### src/rtl/slu_pkg.sv
package slu_pkg;

   localparam logic [3:0] FN_PFIX = 4'h1;
   localparam logic [3:0] FN_NFIX = 4'h2;
   localparam logic [3:0] FN_LDC  = 4'h3;
   localparam logic [3:0] FN_LDL  = 4'h4;
   localparam logic [3:0] FN_STL  = 4'h5;
   localparam logic [3:0] FN_CJ   = 4'h6;
   localparam logic [3:0] FN_OPR  = 4'h7;

   localparam int OPR_DUP = 16;

   typedef enum logic [1:0] {
      STK_HOLD = 2'd0,
      STK_PUSH = 2'd1,
      STK_POP  = 2'd2
   } stk_cmd_e;

endpackage

### src/rtl/slu_fetch.sv
module slu_fetch #(
   parameter int PROG_MAX = 32,
   parameter logic [8*PROG_MAX-1:0] PROG = '0,
   localparam int IW = $clog2(PROG_MAX)
)(
   input  logic [IW-1:0] iptr_i,
   output logic [7:0]    byte_o
);

   if ((1 << IW) != PROG_MAX) begin : g_bad_depth
      $error("slu_fetch: PROG_MAX must be a power of two");
   end

   logic [7:0] rom [PROG_MAX];

   for (genvar g = 0; g < PROG_MAX; g++) begin : g_rom
      assign rom[g] = PROG[8*g +: 8];
   end

   assign byte_o = rom[iptr_i];

endmodule

### src/rtl/slu_stack.sv
module slu_stack
   import slu_pkg::*;
#(
   parameter int WORD_W = 16
)(
   input  logic              clk,
   input  logic              rst_n,
   input  stk_cmd_e          cmd_i,
   input  logic [WORD_W-1:0] push_i,
   output logic [WORD_W-1:0] a_o,
   output logic [WORD_W-1:0] b_o,
   output logic [WORD_W-1:0] c_o
);

   logic [WORD_W-1:0] a_q, b_q, c_q;

   always_ff @(posedge clk) begin
      if (!rst_n) begin
         a_q <= '0;
         b_q <= '0;
         c_q <= '0;
      end else begin
         unique case (cmd_i)
            STK_PUSH: begin
               c_q <= b_q;
               b_q <= a_q;
               a_q <= push_i;
            end
            STK_POP: begin
               a_q <= b_q;
               b_q <= c_q;
            end
            default: ;
         endcase
      end
   end

   assign a_o = a_q;
   assign b_o = b_q;
   assign c_o = c_q;

   // a pop leaves the third register untouched
   p_pop_keeps_third_r5: assert property (@(posedge clk) disable iff (!rst_n)
      (cmd_i == STK_POP) |=> (c_q == $past(c_q)) && (a_q == $past(b_q)));

   // a push shifts the old values down one place
   p_push_shifts_r3: assert property (@(posedge clk) disable iff (!rst_n)
      (cmd_i == STK_PUSH) |=> (b_q == $past(a_q)) && (c_q == $past(b_q)));

endmodule

### src/rtl/slu_dmem.sv
module slu_dmem #(
   parameter int WORD_W = 16,
   parameter int DEPTH  = 16,
   parameter bit CLEAR_ON_RESET = 1'b1,
   localparam int AW = $clog2(DEPTH)
)(
   input  logic              clk,
   input  logic              rst_n,
   input  logic              wr_i,
   input  logic [AW-1:0]     addr_i,
   input  logic [WORD_W-1:0] wdata_i,
   output logic [WORD_W-1:0] rdata_o
);

   if ((1 << AW) != DEPTH) begin : g_bad_depth
      $error("slu_dmem: DEPTH must be a power of two");
   end

   logic [WORD_W-1:0] mem_q [DEPTH];

   if (CLEAR_ON_RESET) begin : g_clear
      always_ff @(posedge clk) begin
         if (!rst_n) begin
            for (int i = 0; i < DEPTH; i++) mem_q[i] <= '0;
         end else if (wr_i) begin
            mem_q[addr_i] <= wdata_i;
         end
      end
   end else begin : g_keep
      always_ff @(posedge clk) begin
         if (wr_i) mem_q[addr_i] <= wdata_i;
      end
   end

   assign rdata_o = mem_q[addr_i];

endmodule

### src/rtl/stk_local_unit.sv
module stk_local_unit
   import slu_pkg::*;
#(
   parameter int WORD_W     = 16,
   parameter int DMEM_DEPTH = 16,
   parameter int PROG_MAX   = 32,
   parameter int CNT_W      = 32,
   parameter bit DMEM_CLEAR = 1'b1,
   parameter logic [8*PROG_MAX-1:0] PROG = '0,
   localparam int AW = $clog2(DMEM_DEPTH),
   localparam int IW = $clog2(PROG_MAX)
)(
   input  logic              clk,
   input  logic              rst_n,
   input  logic [WORD_W-1:0] ws_ptr_i,
   output logic              retire_o,
   output logic [CNT_W-1:0]  cycle_o,
   output logic [WORD_W-1:0] a_o,
   output logic [WORD_W-1:0] b_o,
   output logic [WORD_W-1:0] c_o,
   output logic [IW-1:0]     iptr_o,
   output logic              mem_rd_o,
   output logic              mem_wr_o,
   output logic [AW-1:0]     mem_addr_o
);

   if (WORD_W < 8) begin : g_bad_word
      $error("stk_local_unit: WORD_W must be at least 8");
   end
   if (AW > WORD_W || IW > WORD_W) begin : g_bad_span
      $error("stk_local_unit: address spans exceed the word width");
   end

   // architectural and pipeline state
   logic [IW-1:0]     iptr_q, iptr_n;
   logic [WORD_W-1:0] oreg_q, oreg_n;
   logic              mph_q, mph_n;
   logic              mph_st_q, mph_st_n;
   logic [AW-1:0]     mph_addr_q, mph_addr_n;
   logic              bubble_q;
   logic              retire_q;
   logic [CNT_W-1:0]  cyc_q;

   logic [7:0]        ibyte;
   logic [3:0]        fn;
   logic [WORD_W-1:0] val;
   logic              fn_mem, fn_pre, issue, cj_take, retire_now;
   logic [WORD_W-1:0] a_w, b_w, c_w, rdata;
   stk_cmd_e          ph_cmd, is_cmd, stk_cmd;
   logic [WORD_W-1:0] is_val, stk_val;

   slu_fetch #(.PROG_MAX(PROG_MAX), .PROG(PROG)) u_fetch (
      .iptr_i (iptr_q),
      .byte_o (ibyte)
   );

   slu_stack #(.WORD_W(WORD_W)) u_stack (
      .clk    (clk),
      .rst_n  (rst_n),
      .cmd_i  (stk_cmd),
      .push_i (stk_val),
      .a_o    (a_w),
      .b_o    (b_w),
      .c_o    (c_w)
   );

   slu_dmem #(.WORD_W(WORD_W), .DEPTH(DMEM_DEPTH), .CLEAR_ON_RESET(DMEM_CLEAR)) u_dmem (
      .clk     (clk),
      .rst_n   (rst_n),
      .wr_i    (mph_q && mph_st_q),
      .addr_i  (mph_addr_q),
      .wdata_i (a_w),
      .rdata_o (rdata)
   );

   // decode
   assign fn     = ibyte[7:4];
   assign val    = oreg_q | {{(WORD_W-4){1'b0}}, ibyte[3:0]};
   assign fn_mem = (fn == FN_LDL) || (fn == FN_STL);
   assign fn_pre = (fn == FN_PFIX) || (fn == FN_NFIX);

   // a pending memory phase lets only address-only bytes through
   assign issue   = !bubble_q && (!mph_q || fn_mem || fn_pre);
   assign cj_take = issue && (fn == FN_CJ) && (a_w == '0);

   // stack command from the memory phase
   always_comb begin
      ph_cmd = STK_HOLD;
      if (mph_q) ph_cmd = mph_st_q ? STK_POP : STK_PUSH;
   end

   // stack command from the issuing byte
   always_comb begin
      is_cmd = STK_HOLD;
      is_val = val;
      if (issue) begin
         unique case (fn)
            FN_LDC: is_cmd = STK_PUSH;
            FN_CJ:  if (a_w != '0) is_cmd = STK_POP;
            FN_OPR: if (val == WORD_W'(OPR_DUP)) begin
                       is_cmd = STK_PUSH;
                       is_val = a_w;
                    end
            default: ;
         endcase
      end
   end

   assign stk_cmd = (ph_cmd != STK_HOLD) ? ph_cmd : is_cmd;
   assign stk_val = (ph_cmd != STK_HOLD) ? rdata  : is_val;

   assign retire_now = mph_q || (issue && !fn_mem && !fn_pre);

   // next-state for fetch, operand and memory phase
   always_comb begin
      iptr_n     = iptr_q;
      oreg_n     = oreg_q;
      mph_n      = 1'b0;
      mph_st_n   = 1'b0;
      mph_addr_n = mph_addr_q;
      if (issue) begin
         iptr_n = iptr_q + IW'(1);
         unique case (fn)
            FN_PFIX: oreg_n = val << 4;
            FN_NFIX: oreg_n = (~val) << 4;
            default: oreg_n = '0;
         endcase
         if (fn_mem) begin
            mph_n      = 1'b1;
            mph_st_n   = (fn == FN_STL);
            mph_addr_n = AW'(ws_ptr_i + val);
         end
         if (cj_take) iptr_n = iptr_q + IW'(1) + val[IW-1:0];
      end
   end

   always_ff @(posedge clk) begin
      if (!rst_n) begin
         iptr_q     <= '0;
         oreg_q     <= '0;
         mph_q      <= 1'b0;
         mph_st_q   <= 1'b0;
         mph_addr_q <= '0;
         bubble_q   <= 1'b0;
         retire_q   <= 1'b0;
         cyc_q      <= '0;
      end else begin
         iptr_q     <= iptr_n;
         oreg_q     <= oreg_n;
         mph_q      <= mph_n;
         mph_st_q   <= mph_st_n;
         mph_addr_q <= mph_addr_n;
         bubble_q   <= cj_take;
         retire_q   <= retire_now;
         cyc_q      <= cyc_q + CNT_W'(1);
      end
   end

   assign retire_o   = retire_q;
   assign cycle_o    = cyc_q;
   assign a_o        = a_w;
   assign b_o        = b_w;
   assign c_o        = c_w;
   assign iptr_o     = iptr_q;
   assign mem_rd_o   = mph_q && !mph_st_q;
   assign mem_wr_o   = mph_q && mph_st_q;
   assign mem_addr_o = mph_addr_q;

   // the memory phase and the issuing byte never both move the stack
   p_stack_excl_r7: assert property (@(posedge clk) disable iff (!rst_n)
      !((ph_cmd != STK_HOLD) && (is_cmd != STK_HOLD)));

   // every memory access follows an address cycle one clock earlier
   p_mem_after_addr_r6: assert property (@(posedge clk) disable iff (!rst_n)
      (issue && fn_mem) |=> (mem_rd_o || mem_wr_o));

   // the port carries at most one operation per cycle
   p_single_port_r8: assert property (@(posedge clk) disable iff (!rst_n)
      $countones({mem_rd_o, mem_wr_o}) <= 1);

   // a taken branch is followed by an empty refill cycle
   p_refill_r9: assert property (@(posedge clk) disable iff (!rst_n)
      cj_take |=> (!issue && !mph_q && $stable(a_w)));

   // the strobe trails completion by exactly one clock
   p_retire_lag_r12: assert property (@(posedge clk) disable iff (!rst_n)
      retire_now |=> retire_o);

   // the cycle counter advances by one every clock
   p_cycle_step_r12: assert property (@(posedge clk) disable iff (!rst_n)
      1'b1 |=> (cyc_q == $past(cyc_q) + CNT_W'(1)));

endmodule

### config.mk
export PLATFORM = sky130hd
export DESIGN_NAME = stk_local_unit
export DESIGN_NICKNAME = d
export VERILOG_FILES = /design/src/rtl/slu_pkg.sv /design/src/rtl/slu_fetch.sv /design/src/rtl/slu_stack.sv /design/src/rtl/slu_dmem.sv /design/src/rtl/stk_local_unit.sv
export SDC_FILE = /design/constraint.sdc
export NUM_CORES = 1
export LEC_CHECK = 0
export ABC_AREA = 1
export ABC_CLOCK_PERIOD_IN_PS = 1600
export BUFFER_PORTS_ARGS = -buffer_cell sky130_fd_sc_hd__buf_2
export CORE_ASPECT_RATIO = 0.9
export CORE_MARGIN = 4
export CORE_UTILIZATION = 35
export CTS_CLUSTER_DIAMETER = 40
export DETAILED_ROUTE_END_ITERATION = 10
export PLACE_DENSITY = 0.67
export SETUP_SLACK_MARGIN = 0.5
export SLEW_MARGIN = 20
export SYNTH_ARGS = -nofsm -noshare
export SYNTH_HDL_FRONTEND = slang
export SYNTH_SLANG_ARGS = --single-unit
export TNS_END_PERCENT = 50
### constraint.sdc
create_clock -name clk -period 1.6 [get_ports clk]
set_input_delay 0.32 -clock clk [delete_from_list [all_inputs] [get_ports clk]]
set_output_delay 0.32 -clock clk [all_outputs]
set_load 0.02 [all_outputs]
# After elaboration in Yosys (flattened, before gate mapping)
# Memories as Yosys holds them, arrays and structs flattened. A register that Yosys moved wholly into a read port is not among the register bits.
# Cells that the tools add are included.
dict set report word_totals {
  regBits 109
  ramBits 256
  rom_bits 256
  in_bits 18
  output_inout_bits 92
  wordCells 85
  n_memories 2
}
dict set report classes {
  add_sub_neg 4
  n_lt_le_gt_ge 1
  n_eq_ne 11
  n_mux 27
  bitwise 3
  reduce_logical 26
}
# memory depth width read_ports rd_ports_with_merged_regs write_ports line_no
set mem_list {}
lappend mem_list {{(no name shown)} 32 8 1 0 0 slu_fetch.sv:20} ;# assign byte_o = rom[iptr_i];
lappend mem_list {u_dmem.mem_q 16 16 1 1 16 slu_dmem.sv:19} ;# logic [WORD_W-1:0] mem_q [DEPTH];
# cell count
set ops {}
lappend ops {{16-bit one-hot mux with 2 select lines} 3}
lappend ops {{16-bit 2-to-1 mux} 5}
lappend ops {{32-bit by 1-bit adder with 32-bit output (second input constant)} 1}
lappend ops {{16-bit by 5-bit == test with 1-bit output (second input constant)} 1}
lappend ops {{4-bit by 3-bit == test with 1-bit output (second input constant)} 4}
lappend ops {{16-bit zero test} 1}
lappend ops {{8-bit 2-to-1 mux} 2}
lappend ops {{16-bit by 4-bit OR with 16-bit output} 1}
lappend ops {{16-bit nonzero test} 1}
lappend ops {{16-bit OR reduction} 1}
lappend ops {{4-bit 2-to-1 mux} 3}
lappend ops {{12-bit inverter} 1}
lappend ops {{2-bit 2-to-1 mux} 5}
lappend ops {{4-bit by 2-bit == test with 1-bit output (second input constant)} 2}
lappend ops {{1-bit logical AND} 7}
lappend ops {{1-bit 2-to-1 mux} 7}
lappend ops {{6-bit >= comparator (second input constant)} 1}
lappend ops {{5-bit inverter with 6-bit output} 1}
lappend ops {{2-bit one-hot mux with 3 select lines} 1}
lappend ops {{2-bit AND reduction} 3}
lappend ops {{5-bit by 1-bit adder with 5-bit output (second input constant)} 1}
lappend ops {{5-bit adder} 1}
lappend ops {{1-bit zero test} 5}
lappend ops {{1-bit logical OR} 5}
lappend ops {{other kinds (8)} 9}

# Depth between registers and ports, before layout
# Gate-level depths: netlist of the first run.
dict set report depth {
  word_depth 14
  ltp_mapped 8
  mapped_depth_nobuf 8
}

# Cells and area by module
# Synthesis of the first run repeated with hierarchy kept, for this count alone.
dict set report unflattened {
  cells_unflattened 2324
  area_unflattened_um2 17929.7
}
# module instances cells_per_inst area_per_inst_um2 seq_area_each_um2
set modules_own_cells {}
lappend modules_own_cells {slu_dmem 1 1378 11930.2 7687.4}
lappend modules_own_cells {stk_local_unit 1 591 3684.8 1141.1}
lappend modules_own_cells {slu_stack 1 346 2250.9 960.9}
lappend modules_own_cells {slu_fetch 1 9 63.8 0.0}

# Worst setup path after synthesis of the first run
# Ideal clock, no wire load.
dict set report synth_timing {
  kind {register to register}
  start {register cyc_q[0] (netlist: cycle_o[0])}
  end {register cyc_q[12] (netlist: cycle_o[12])}
  setup_time_ns 0.115
  arrival_time_ns 1.322
  required_ns 1.485
  slack_ns 0.164
  path_stages_with_launch 8
  n_path_buf 0
  synth_period_minus_slack_ns 1.436
  path_cell_list {dfxtp_1 -> ha_1 -> nand2_1 -> nor2_4 -> nand2_4 -> nor2_2 -> a21oi_1 -> and2_1}
}
dict set report synth_between {
  elab_chain_len 1
}
# item line_no
set synth_rtl {}
lappend synth_rtl {{start: declaration} stk_local_unit.sv:42} ;# logic [CNT_W-1:0] cyc_q;
lappend synth_rtl {{start signal: assignment} stk_local_unit.sv:155} ;# cyc_q <= cyc_q + CNT_W'(1);
lappend synth_rtl {{32-bit by 1-bit adder with 32-bit output} stk_local_unit.sv:155}
# Every way passes these cells.
# A chain may end at the register's enable or synchronous reset.

# Worst setup path after layout of the first run
dict set report layout_timing {
  start {register cyc_q[1] (netlist: cycle_o[1])}
  end {register cyc_q[19] (netlist: cycle_o[19])}
}
# Same word-level chain as after synthesis.

==> results of run 1 <==
-- cells by family after synthesis --
group | Yosys count
other | 1
adder cells (fa/ha/maj) | 2
AND/OR/NAND/NOR | 169
buffers and inverters | 77
XOR/XNOR | 5
flip-flops | 38
AO/OA/AOI/OAI | 31
-- layout make-up --
type / count / share of cell area (%)
clock buffers: 7 / 3.39
clock inverters: 1 / 0.132
inverters: 20 / 2.64
multi-input cells: 261 / 48.0
flip-flops and latches: 38 / 29.1
well taps: 87 / 3.83
repair buffers: 51 / 12.9
-- synth_stat cells --
cell | n | area (um2)
xnor2_1 | 1 | 8.76
nor2_2 | 4 | 25.0
nor2_8 | 1 | 20.0
and2_1 | 3 | 18.8
nor2_1 | 59 | 221
dfxtp_1 | 38 | 761
nand2_1 | 69 | 259
buf_1 | 1 | 3.75
o21a_1 | 2 | 15.0
conb_1 | 1 | 3.75
xor2_1 | 4 | 35.0
or2_1 | 1 | 6.26
nor3_1 | 1 | 5.00
clkbuf_1 | 2 | 7.51
a21oi_1 | 23 | 115
buf_4 | 54 | 405
inv_1 | 20 | 75.1
nand2_2 | 4 | 25.0
o21ai_0 | 6 | 30.0
nand2_4 | 2 | 22.5
nand3_1 | 17 | 85.1
nor2_4 | 8 | 90.1
ha_1 | 2 | 25.0
-- metal layers --
| metal | global-route usage (%) | share of wire (%) |
|---|---|---|
| met1 | 15.8 | 44 |
| met3 | 3.85 | 7.3 |
| met2 | 21.1 | 48 |
| met4 | 3.86 | 1.2 |
| met5 | 0 | 0 |
-- stage by stage --
stage | instances | setup WS (ps) | area, um2 | total power [mW]
floorplan | 376 | 350 | 2550 | 1.26
finish | 465 | 307 | 2850 | 1.92
detailed placement | 446 | 285 | 2440 | 1.19
global placement | 446 | 311 | 2440 | 1.19
global route | 465 | 205 | 2850 | 2.01
CTS | 463 | 281 | 2720 | 1.94
-- power by group through the flow --
| stage | Combinational [mW] | Sequential [mW] | Clock, mW |
|---|---|---|---|
| floorplan | 0.255 | 1.01 | 0 |
| global placement | 0.197 | 0.988 | 0 |
| detailed placement | 0.200 | 0.989 | 0 |
| CTS | 0.219 | 0.959 | 0.761 |
| global route | 0.247 | 0.963 | 0.798 |
| finish | 0.228 | 0.961 | 0.733 |
-- state kept, by name (all words and copies together) (netlist names) --
signal,flops
iptr_o,5
cycle_o,32
retire_o,1
-- worst paths after layout --
kind | startpoint | cells after the start | endpoint
worst max-delay path | cycle_o[1] | 8 | cycle_o[19]
worst min-delay path | rst_n | 2 | retire_o
worst max register to register | cycle_o[1] | 8 | cycle_o[19]
worst min register to register | cycle_o[4] | 1 | cycle_o[4]
-- what timing repair did --
item | 4_1_cts | 5_1_grt
endpoints found under the hold margin | 0 | 0
setup endpoints to repair | 62 | 66
setup buffers | 9 | 2
gates resized for setup | 37 | 32
pin swaps | 15 | 15
cloned | 0 | 0
==> metrics.md, run 1 <==
| Metric | Value |
|---|---|
| Status | finished clean |
| H-tree levels | 2 |
| Post-synthesis mux area share | 0% |
| Total number of vias | 2,010 |
| Buf/Inv on CP | 1 |
| Internal | 1.38 mW |
| Crit path max fanout | 8 |
| Remaining global-route overflow | 0 |
| Post-route minimum period | around 1300 ps |
| Seq pwr share | 50.0% |
| Initial antenna violation count | 0 |
| Post-synthesis compound-gate area fraction | 7.08% |
| CTS sink cnt | 38 |
| Power Dens Cells | between 600 and 700 nW/um2 |
| Hold WC Path Type | in2reg |
| Synth Area in Simple Gates | between 30% and 40% |
| Max Freq | 0.773 GHz |
| Unrepaired setup endpoints after global routing | true |
| Chip Width | 92.8 um |
| Crit path largest cell delay | 360 ps |
| Routed len/inst | 11.0 um |
| Setup TNS | 0 ps |
| Die H | 84.3 um |
| Net Sw Frac | 27.9% |
| Crit path max-delay family | simple AND/OR/NAND/NOR gates |
| Synth Area in XOR/XNOR | about 1.9% |
| 1st-iter DRT viols | 144 |
| Largest net degree at the start of global routing | 25 |
| Via/cell ratio | approximately 4.3 |
| LEAKAGE | 1.28 nW |
| IO Port Bufs | 39 |
| Detailed-route DRC error count | 0 |
| YS warnings | 0 |
| Nets | 397 |
| Fill cells | 601 |
| Die ar. | 7820 um2 |
| Setup violations, final | 0 |
| Clock share of power | 38.1% |
| Most common cell after layout, fill and taps aside | nand2_1 |
| Clock-pin slew of the registers on the worst-case setup and hold paths | approximately 80 ps |
| Initial Util | 36.6% |
| Critical path class | reg2reg |
| Row count | 27 |
| Worst EP arrival | 1480 ps |
| Number of synthesized register bits | 38 |
| First-pass GRT wire length | 8140 um |
| First-pass iteration count of the detailed router | 4 |
| Final WL | 5110 um |
| Largest family of logic cells by synthesized area | simple AND/OR/NAND/NOR gates |
| Sequential area share after synthesis | ~34% |
| Crit-path slowest cell | dfxtp_4 |
| CP endpoint kind | register |
| Share of cells above drive strength 1 | between 30% and 40% |
| Area Overhead vs Synth | 25.7% |
| Gr usage total | 12.7% |
| P_sw | ~0.54 mW |
| VDD IR-drop max | 399 uV |
| Gate Count Post-Synth | 323 |
| IO Pins | 110 |
| # diodes | 0 |
| Required @ worst endpoint | 1790 ps |
| Max Slew Vio Count | 0 |
| Fin util | between 40 and 50% |
| Final Cycle Share | 80.8% |
| Routability cong. | 0.841 |
| Number of global-route vias before repair | 1,815 |
| Crit start category | register |
| Final ANT Viol Nets | 0 |
| FF+latch area | a little over 800 um2 |
| Crit path cell chain | buf_6, nand2_4, nor2_4, nand2_4, nor2_8, nand3_2, nand2_1, nor2_1 |
| Worst-Skew Late Latency | just under 300 ps |
| Synth Area in Adders | roughly 1.1% |
| TritonCTS buffer count | 5 |
| Commonest non-fill, non-tap cells in the layout | nand2_1 (62), conb_1 (54), nor2_1 (50), buf_2 (26), dfxtp_2 (24) |
| Worst path most repeated cell | nand2_4 |
| CORE AREA | 6180 um2 |
| Final Hold Fails | 0 |
| Footprint of the multi-input gates | between 1000 and 1500 um2 |
| Worst hold slack | 428 ps |
| R2r setup slk | slightly above 300 ps |
| Root buf cell | clkbuf_8 |
| Detailed placement HPWL | 3860 um |
| Clock Skews | 4.82 ps |
| Hold buffers post-CTS | 0 |
| Synth Cell Area | approximately 2300 um2 |
| Distinct cells, synth | 23 |
| Max-cap violations | 0 |
| Comb power frac | 11.9% |
| CTS tree | built |
| Clock Path Buffers | 2 |
| Avg Cell Area, Syn | 7.01 um2 |
Note: power is estimated with default switching activity, not from simulation.
==> run 2: changes to the inputs <==
- ABC_AREA: 1 -> 0
- ABC_CLOCK_PERIOD_IN_PS: 1600 -> 1150
- PLACE_DENSITY: 0.67 -> 0.7
- clock period: 1.6 -> 1.15 ns (I/O delays scaled with it)
==> run 2 against run 1 <==
Against the previous run: the run now ends with negative setup slack left; worst hold slack got worse by 350 ps; routed wire length grew 16%; power rose by 47%; register-to-register slack got worse by 1000 ps; first-iteration DRC count shrank 35%; core utilization is 16 points higher; design area is 24% higher; count of clock-buffer cells in the layout is 2 lower; via count decreased by 1.3%; global-route usage rose by 4.0 points; synthesized area shrank 8.6%.
==> metrics.md, run 2 <==
| Metric | Value |
|---|---|
| CORE AREA | 5690 um2 (-7.9%) |
| 1st-iter DRT viols | 93 (-35%) |
| Avg Cell Area, Syn | 8.48 um2 (+21%) |
| Clock-pin slew of the registers on the worst-case setup and hold paths | 80 ps (about the same) |
| Post-route minimum period | 1850 ps (+559 ps) |
| Final WL | 5910 um (+16%) |
| Crit path max fanout | 7 (-1) |
| Clock Skews | 5.56 ps (+0.740 ps) |
| CTS sink cnt | 38 (unchanged) |
| CP endpoint kind | register |
| Gr usage total | 16.7% (+4.0 points) |
| Hold WC Path Type | in2reg |
| Power Dens Cells | 800 nW/um2 (+18%) |
| Internal | 2.04 mW (+47%) |
| Number of global-route vias before repair | 1,967 (+8.4%) |
| Gate Count Post-Synth | 244 (-24%) |
| Die ar. | 7210 um2 (-7.8%) |
| Root buf cell | clkbuf_8 |
| Total number of vias | 1,983 (-1.3%) |
| Routed len/inst | 13.9 um (+26%) |
| Synth Cell Area | 2070 um2 (-8.6%) |
| Clock Path Buffers | 2 (unchanged) |
| Most common cell after layout, fill and taps aside | buf_6 |
| Worst EP arrival | 2080 ps (+600 ps) |
| Largest net degree at the start of global routing | 24 (-4.0%) |
| H-tree levels | 2 (unchanged) |
| Fill cells | 465 (-23%) |
| First-pass iteration count of the detailed router | 4 (unchanged) |
| CTS tree | built |
| IO Pins | 110 (unchanged) |
| Required @ worst endpoint | 1380 ps (-410 ps) |
| Predominant post-synthesis flop cell | dfxtp_1 |
| Final worst slack | -703 ps (-1010 ps) |
| Commonest non-fill, non-tap cells in the layout | buf_6 (76), conb_1 (54), buf_4 (31), dfxtp_4 (23), nor2_1 (19) |
| Final Cycle Share | 161% (+80 points) |
| Top cells by area, synth | dfxtp_1 (37%), buf_4 (20%), a21oi_1 (4.4%) |
| Top post-synthesis cells by count | buf_4 (54), dfxtp_1 (38), nor2_1 (19) |
| YS warnings | 0 (unchanged) |
| FFs w/ async S/R, synth | 0% (unchanged) |
| Via/cell ratio | 4.67 (+7.9%) |
| Crit start category | register |
| Area Overhead vs Synth | 70.1% |
| IO Port Bufs | 39 (unchanged) |
| Initial antenna violation count | 0 (unchanged) |
| Detailed-route DRC error count | 0 (unchanged) |
| Setup violations, final | 29 (+29) |
| Comb power frac | 12.8% (+0.9 points) |
| Final ANT Viol Nets | 0 (unchanged) |
| Max-cap violations | 0 (unchanged) |
| P_sw | 0.778 mW (+45%) |
| LEAKAGE | 1.51 nW (+18%) |
| Worst-Skew Late Latency | 300 ps (about the same) |
| Pre-CTS WS | -699 ps (-984 ps) |
| Post-synth top area share | 36.8% (+3.1 points) |
| Top-count cell post-synth | buf_4 |
| Final Hold Fails | 0 (unchanged) |
| Number of synthesized register bits | 38 (unchanged) |
| Initial Util | 36.4% (-0.26 points) |
| Max Freq | 0.540 GHz (-30%) |
| # diodes | 0 (unchanged) |
| Share of cells above drive strength 1 | 54.6% (+18 points) |
| Detailed placement HPWL | 3760 um (-2.5%) |
| Chip Width | 89.1 um (-4.0%) |
| Status | complete, but fails checks |
| Seq pwr share | 47.0% (-3.0 points) |
| Area leader, netlist | dfxtp_1 |
| Failing checks | negative setup slack |
| Number of flops mapped to enable cells by yosys | 0 (unchanged) |
| Clock share of power | 40.2% (+2.1 points) |
| Critical path class | reg2reg |
| Placed cell area | 2710 um2 (+11%) |
| Unrepaired setup endpoints after global routing | true |
| Row count | 26 (-3.7%) |
| Distinct cells, synth | 32 (+39%) |
| VDD IR-drop max | 823 uV (+110%) |
| Routability cong. | 0.813 (-3.3%) |
| TritonCTS buffer count | 5 (unchanged) |
| Nets | 374 (-5.8%) |
| Remaining global-route overflow | 0 (unchanged) |
| Max Slew Vio Count | 0 (unchanged) |
| Sequential area share after synthesis | 36.8% (+3.1 points) |
| Largest register FFs | 32 (unchanged) |
| Die H | 81.0 um (-4.0%) |
| Design area | 3520 um2 (+24%) |
| First-pass GRT wire length | 9340 um (+15%) |
| Net Sw Frac | 27.6% (-0.31 points) |
run 2: cell count changes in the layout (fill, tap and decap cells not counted), sizes merged, moves of 3 or more:
cell / change
o21ai: +3
nand3: -3
nor4: +6
nor2: -53
buf: +59
o31ai: +6
or3: +9
nand4: +9
and4: +3
nand2: -67
a21oi: -5
inv: -14
xnor2: +9
or4: +8
run 2: per-layer routing:
layer | part of all wire, % | global-route usage [%]
met5 | 0 | 0
met4 | 2.0 | 6.40
met3 | 7.4 | 5.78
met2 | 51 | 28.3
met1 | 40 | 19.4
run 2: through the flow:
step	hold slack, ps	power (mW)	std cells	TNS (ps)	utilization (%)
3_5_place_dp	386	1.64	403	-11360	47.6
6_report	79.6	2.82	425	-12110	61.8
2_1_floorplan	258	1.72	297	-9200	-
4_1_cts	80.0	2.80	417	-11330	58.4
5_1_grt	77.3	2.94	425	-14100	61.8
3_3_place_gp	379	1.64	403	-10090	47.6
run 2: worst paths after layout:
path              start          end  slack, ps  cells after the start
max reg2reg  cycle_o[9]  cycle_o[28]       -700                      4
max          cycle_o[9]  cycle_o[28]       -700                      4
min               rst_n     retire_o         80                      1
min reg2reg   iptr_o[0]    iptr_o[0]        460                      1
run 2: layout make-up:
class,instances,area [um2],share of cell area (%)
sequential,38,862,24.5
clock inverter,3,40.0,1.14
inverter,7,26.3,0.746
timing repair buffer,110,1120,31.8
multi-input combinational,192,1320,37.4
clock buffer,5,68.8,1.95
tap,70,87.6,2.49
run 2: power groups by stage:
stage	Clock (mW)	Sequential [mW]	Combinational [mW]
floorplan	0	1.38	0.339
global placement	0	1.36	0.278
detailed placement	0	1.36	0.281
CTS	1.14	1.32	0.337
global route	1.22	1.33	0.393
finish	1.13	1.32	0.361
run 2: worst max-delay path: stages (launching register included):
cell and delay, ps:
dfxtp_4 350, nand4_1 180, or4_4 640, or4_1 480, a21oi_1 140
run 2: kinds of logic (layout without fill, tap and decap cells):
kind of cell / after synthesis / count (layout) / synth area share, %
AO/OA/AOI/OAI: 35 / 35 / 9.55
AND/OR/NAND/NOR: 86 / 86 / 23.9
XOR/XNOR: 15 / 15 / 6.35
buffers and inverters: 67 / 125 / 22.1
adder cells (fa/ha/maj): 2 / 2 / 1.21
flip-flops: 38 / 38 / 36.8
other: 1 / 54 / 0.181
run 2: repair_timing:
action                                 CTS  global route
pin swaps                               28            27
buffers inserted                         5             8
endpoints found under the hold margin    0             0
resized for setup                      122            36
setup endpoints to repair               74            74
hold buffers                             0             0
cloned                                   1             0
==> run 3: changes to the inputs <==
- ABC_CLOCK_PERIOD_IN_PS: 1150 -> 2200
- PLACE_DENSITY: 0.7 -> 0.68
- SKIP_CTS_REPAIR_TIMING: unset -> 1
- clock period: 1.15 -> 2.2 ns (I/O delays scaled with it)
==> run 3 against run 2 <==
Against the previous run: the run now ends clean; sequential share of layout area increased by 8.4 points; clock skew increased by 2.9 ps; flip-flop and latch count unchanged; worst hold slack improved by 210 ps; combinational power decreased by 60%; fmax decreased by 4.5%; critical path depth unchanged.
==> metrics.md, run 3 (same netlist as run 2, synthesis figures left out) <==
| Metric | Value |
|---|---|
| Crit path max-delay family | simple AND/OR/NAND/NOR gates |
| Placed cell area | 2220 um2 (-18%) |
| Die ar. | 7210 um2 (unchanged) |
| 1st-iter DRT viols | 54 (-42%) |
| Clock Skews | 8.45 ps (+2.89 ps) |
| Final ANT Viol Nets | 0 (unchanged) |
| Routability cong. | 0.779 (-4.2%) |
| Max-cap violations | 0 (unchanged) |
| VDD IR-drop max | 460 uV (-44%) |
| Largest register FFs | 32 (unchanged) |
| First-pass GRT wire length | 6410 um (-31%) |
| TritonCTS buffer count | 5 (unchanged) |
| Detailed-route DRC error count | 0 (unchanged) |
| Design area | 2490 um2 (-29%) |
| Initial Util | 36.4% (unchanged) |
| Max Freq | 0.516 GHz (-4.5%) |
| LEAKAGE | 1.03 nW (-32%) |
| Crit start category | register |
| Remaining global-route overflow | 0 (unchanged) |
| Initial antenna violation count | 0 (unchanged) |
| Required @ worst endpoint | 2430 ps (+1050 ps) |
| IO Port Bufs | 39 (unchanged) |
| Hold WC Path Type | in2reg |
| Worst hold slack | 292 ps (+213 ps) |
| CP endpoint kind | register |
| Setup violations, final | 0 (-100%) |
| Root buf cell | clkbuf_8 |
| Row count | 26 (unchanged) |
| Rel. slew slack | 63.7% |
| Post-route minimum period | 1940 ps (+86.8 ps) |
| Footprint of the multi-input gates | 1120 um2 (-15%) |
| Detailed placement HPWL | 3030 um (-19%) |
| Nets | 320 (-14%) |
| Number of global-route vias before repair | 1,378 (-30%) |
| Buf/Inv on CP | 0 (unchanged) |
| CORE AREA | 5690 um2 (unchanged) |
| Crit path cell chain | nand4_1, or4_4, or4_4, a21oi_2 |
| Gr usage total | 11.3% (-5.4 points) |
| IO Pins | 110 (unchanged) |
| Share of cells above drive strength 1 | 32.2% (-22 points) |
| Status | finished clean |
| Final Cycle Share | 88.2% (-73 points) |
| Final WL | 4580 um (-23%) |
| Crit path max fanout | 6 (-1) |
| Worst-Skew Late Latency | 290 ps (about the same) |
| Commonest non-fill, non-tap cells in the layout | conb_1 (54), buf_2 (39), nor2_1 (19), dfxtp_1 (19), a21oi_1 (16) |
| Max Slew Vio Count | 0 (unchanged) |
| R2r setup slk | 260 ps (+960 ps) |
| Largest net degree at the start of global routing | 25 (+4.2%) |
| Most common cell after layout, fill and taps aside | conb_1 |
| First-pass iteration count of the detailed router | 4 (unchanged) |
| Area Overhead vs Synth | 20.6% |
| H-tree levels | 2 (unchanged) |
| Pre-CTS WS | 247 ps (+946 ps) |
| Chip Width | 89.1 um (unchanged) |
| # diodes | 0 (unchanged) |
| Power Dens Cells | 580 nW/um2 (-27%) |
| Final worst slack | 261 ps (+963 ps) |
| Crit-path slowest cell | or4_4 |
| Final Hold Fails | 0 (unchanged) |
| Critical path class | reg2reg |
| Routed len/inst | 12.3 um (-11%) |
| Clock-pin slew of the registers on the worst-case setup and hold paths | 80 ps (about the same) |
| FF+latch area | 820 um2 (-4.9%) |
| Via/cell ratio | 4.67 (+0.17%) |
| Slew @ Worst Pin | 539 ps |
| CTS tree | built |
| Worst path most repeated cell | or4_4 |
| Total number of vias | 1,734 (-13%) |
| Crit path largest cell delay | 650 ps (about the same) |
| Unrepaired setup endpoints after global routing | true |
| CTS sink cnt | 38 (unchanged) |
| Worst EP arrival | 2170 ps (+90 ps) |
| Fill cells | 566 (+22%) |
| Die H | 81.0 um (unchanged) |
| Clock Path Buffers | 2 (unchanged) |
| Setup TNS | 0 ps (+12,110 ps) |
-- run 3: cell types whose count changed in the layout (fill, tap and decap cells not counted), sizes merged --
cell	delta
clkbuf	+2
clkinv	-1
bufinv	-1
buf	-55
or4	+1
-- run 3: area by class of cell --
cell class	count	share of cell area, %
Clock buffer	7	4.76
Clock inverter	1	0.150
Inverter	7	1.05
Multi-Input combinational cell	193	44.7
Sequential cell	38	32.8
Tap cell	70	3.51
Timing Repair Buffer	55	12.9
-- run 3: path summary, 6_finish.rpt --
kind / startpoint / to / depth (start not counted)
worst min-delay path: rst_n / retire_o / 1
worst max register to register: cycle_o[10] / cycle_o[27] / 4
worst min register to register: iptr_o[0] / iptr_o[0] / 1
worst max-delay path: cycle_o[10] / cycle_o[27] / 4
-- run 3: where the power goes --
group          total, mW  switching (mW)  internal (mW)
Sequential         0.699          0.0147          0.684
Combinational      0.145           0.119         0.0256
Clock              0.603           0.246          0.357
-- run 3: stage by stage --
stage	utilization [%]	instances	power, mW
6_report	43.8	371	1.45
5_1_grt	43.8	371	1.52
4_1_cts	41.2	355	1.46
3_5_place_dp	39.0	347	0.849
3_3_place_gp	39.0	347	0.848
2_1_floorplan	-	297	0.902
-- run 3: metal layers --
| layer | wire (um) | global-route usage [%] |
|---|---|---|
| met5 | 0 | 0 |
| met4 | 15 | 3.13 |
| met3 | 361 | 3.55 |
| met2 | 2210 | 18.3 |
| met1 | 1990 | 14.5 |
-- run 3: worst reg2reg max path, cell delays in order, from the launching register on --
cell	delay (ps)
dfxtp_4	380
nand4_1	210
or4_4	650
or4_4	530
a21oi_2	120
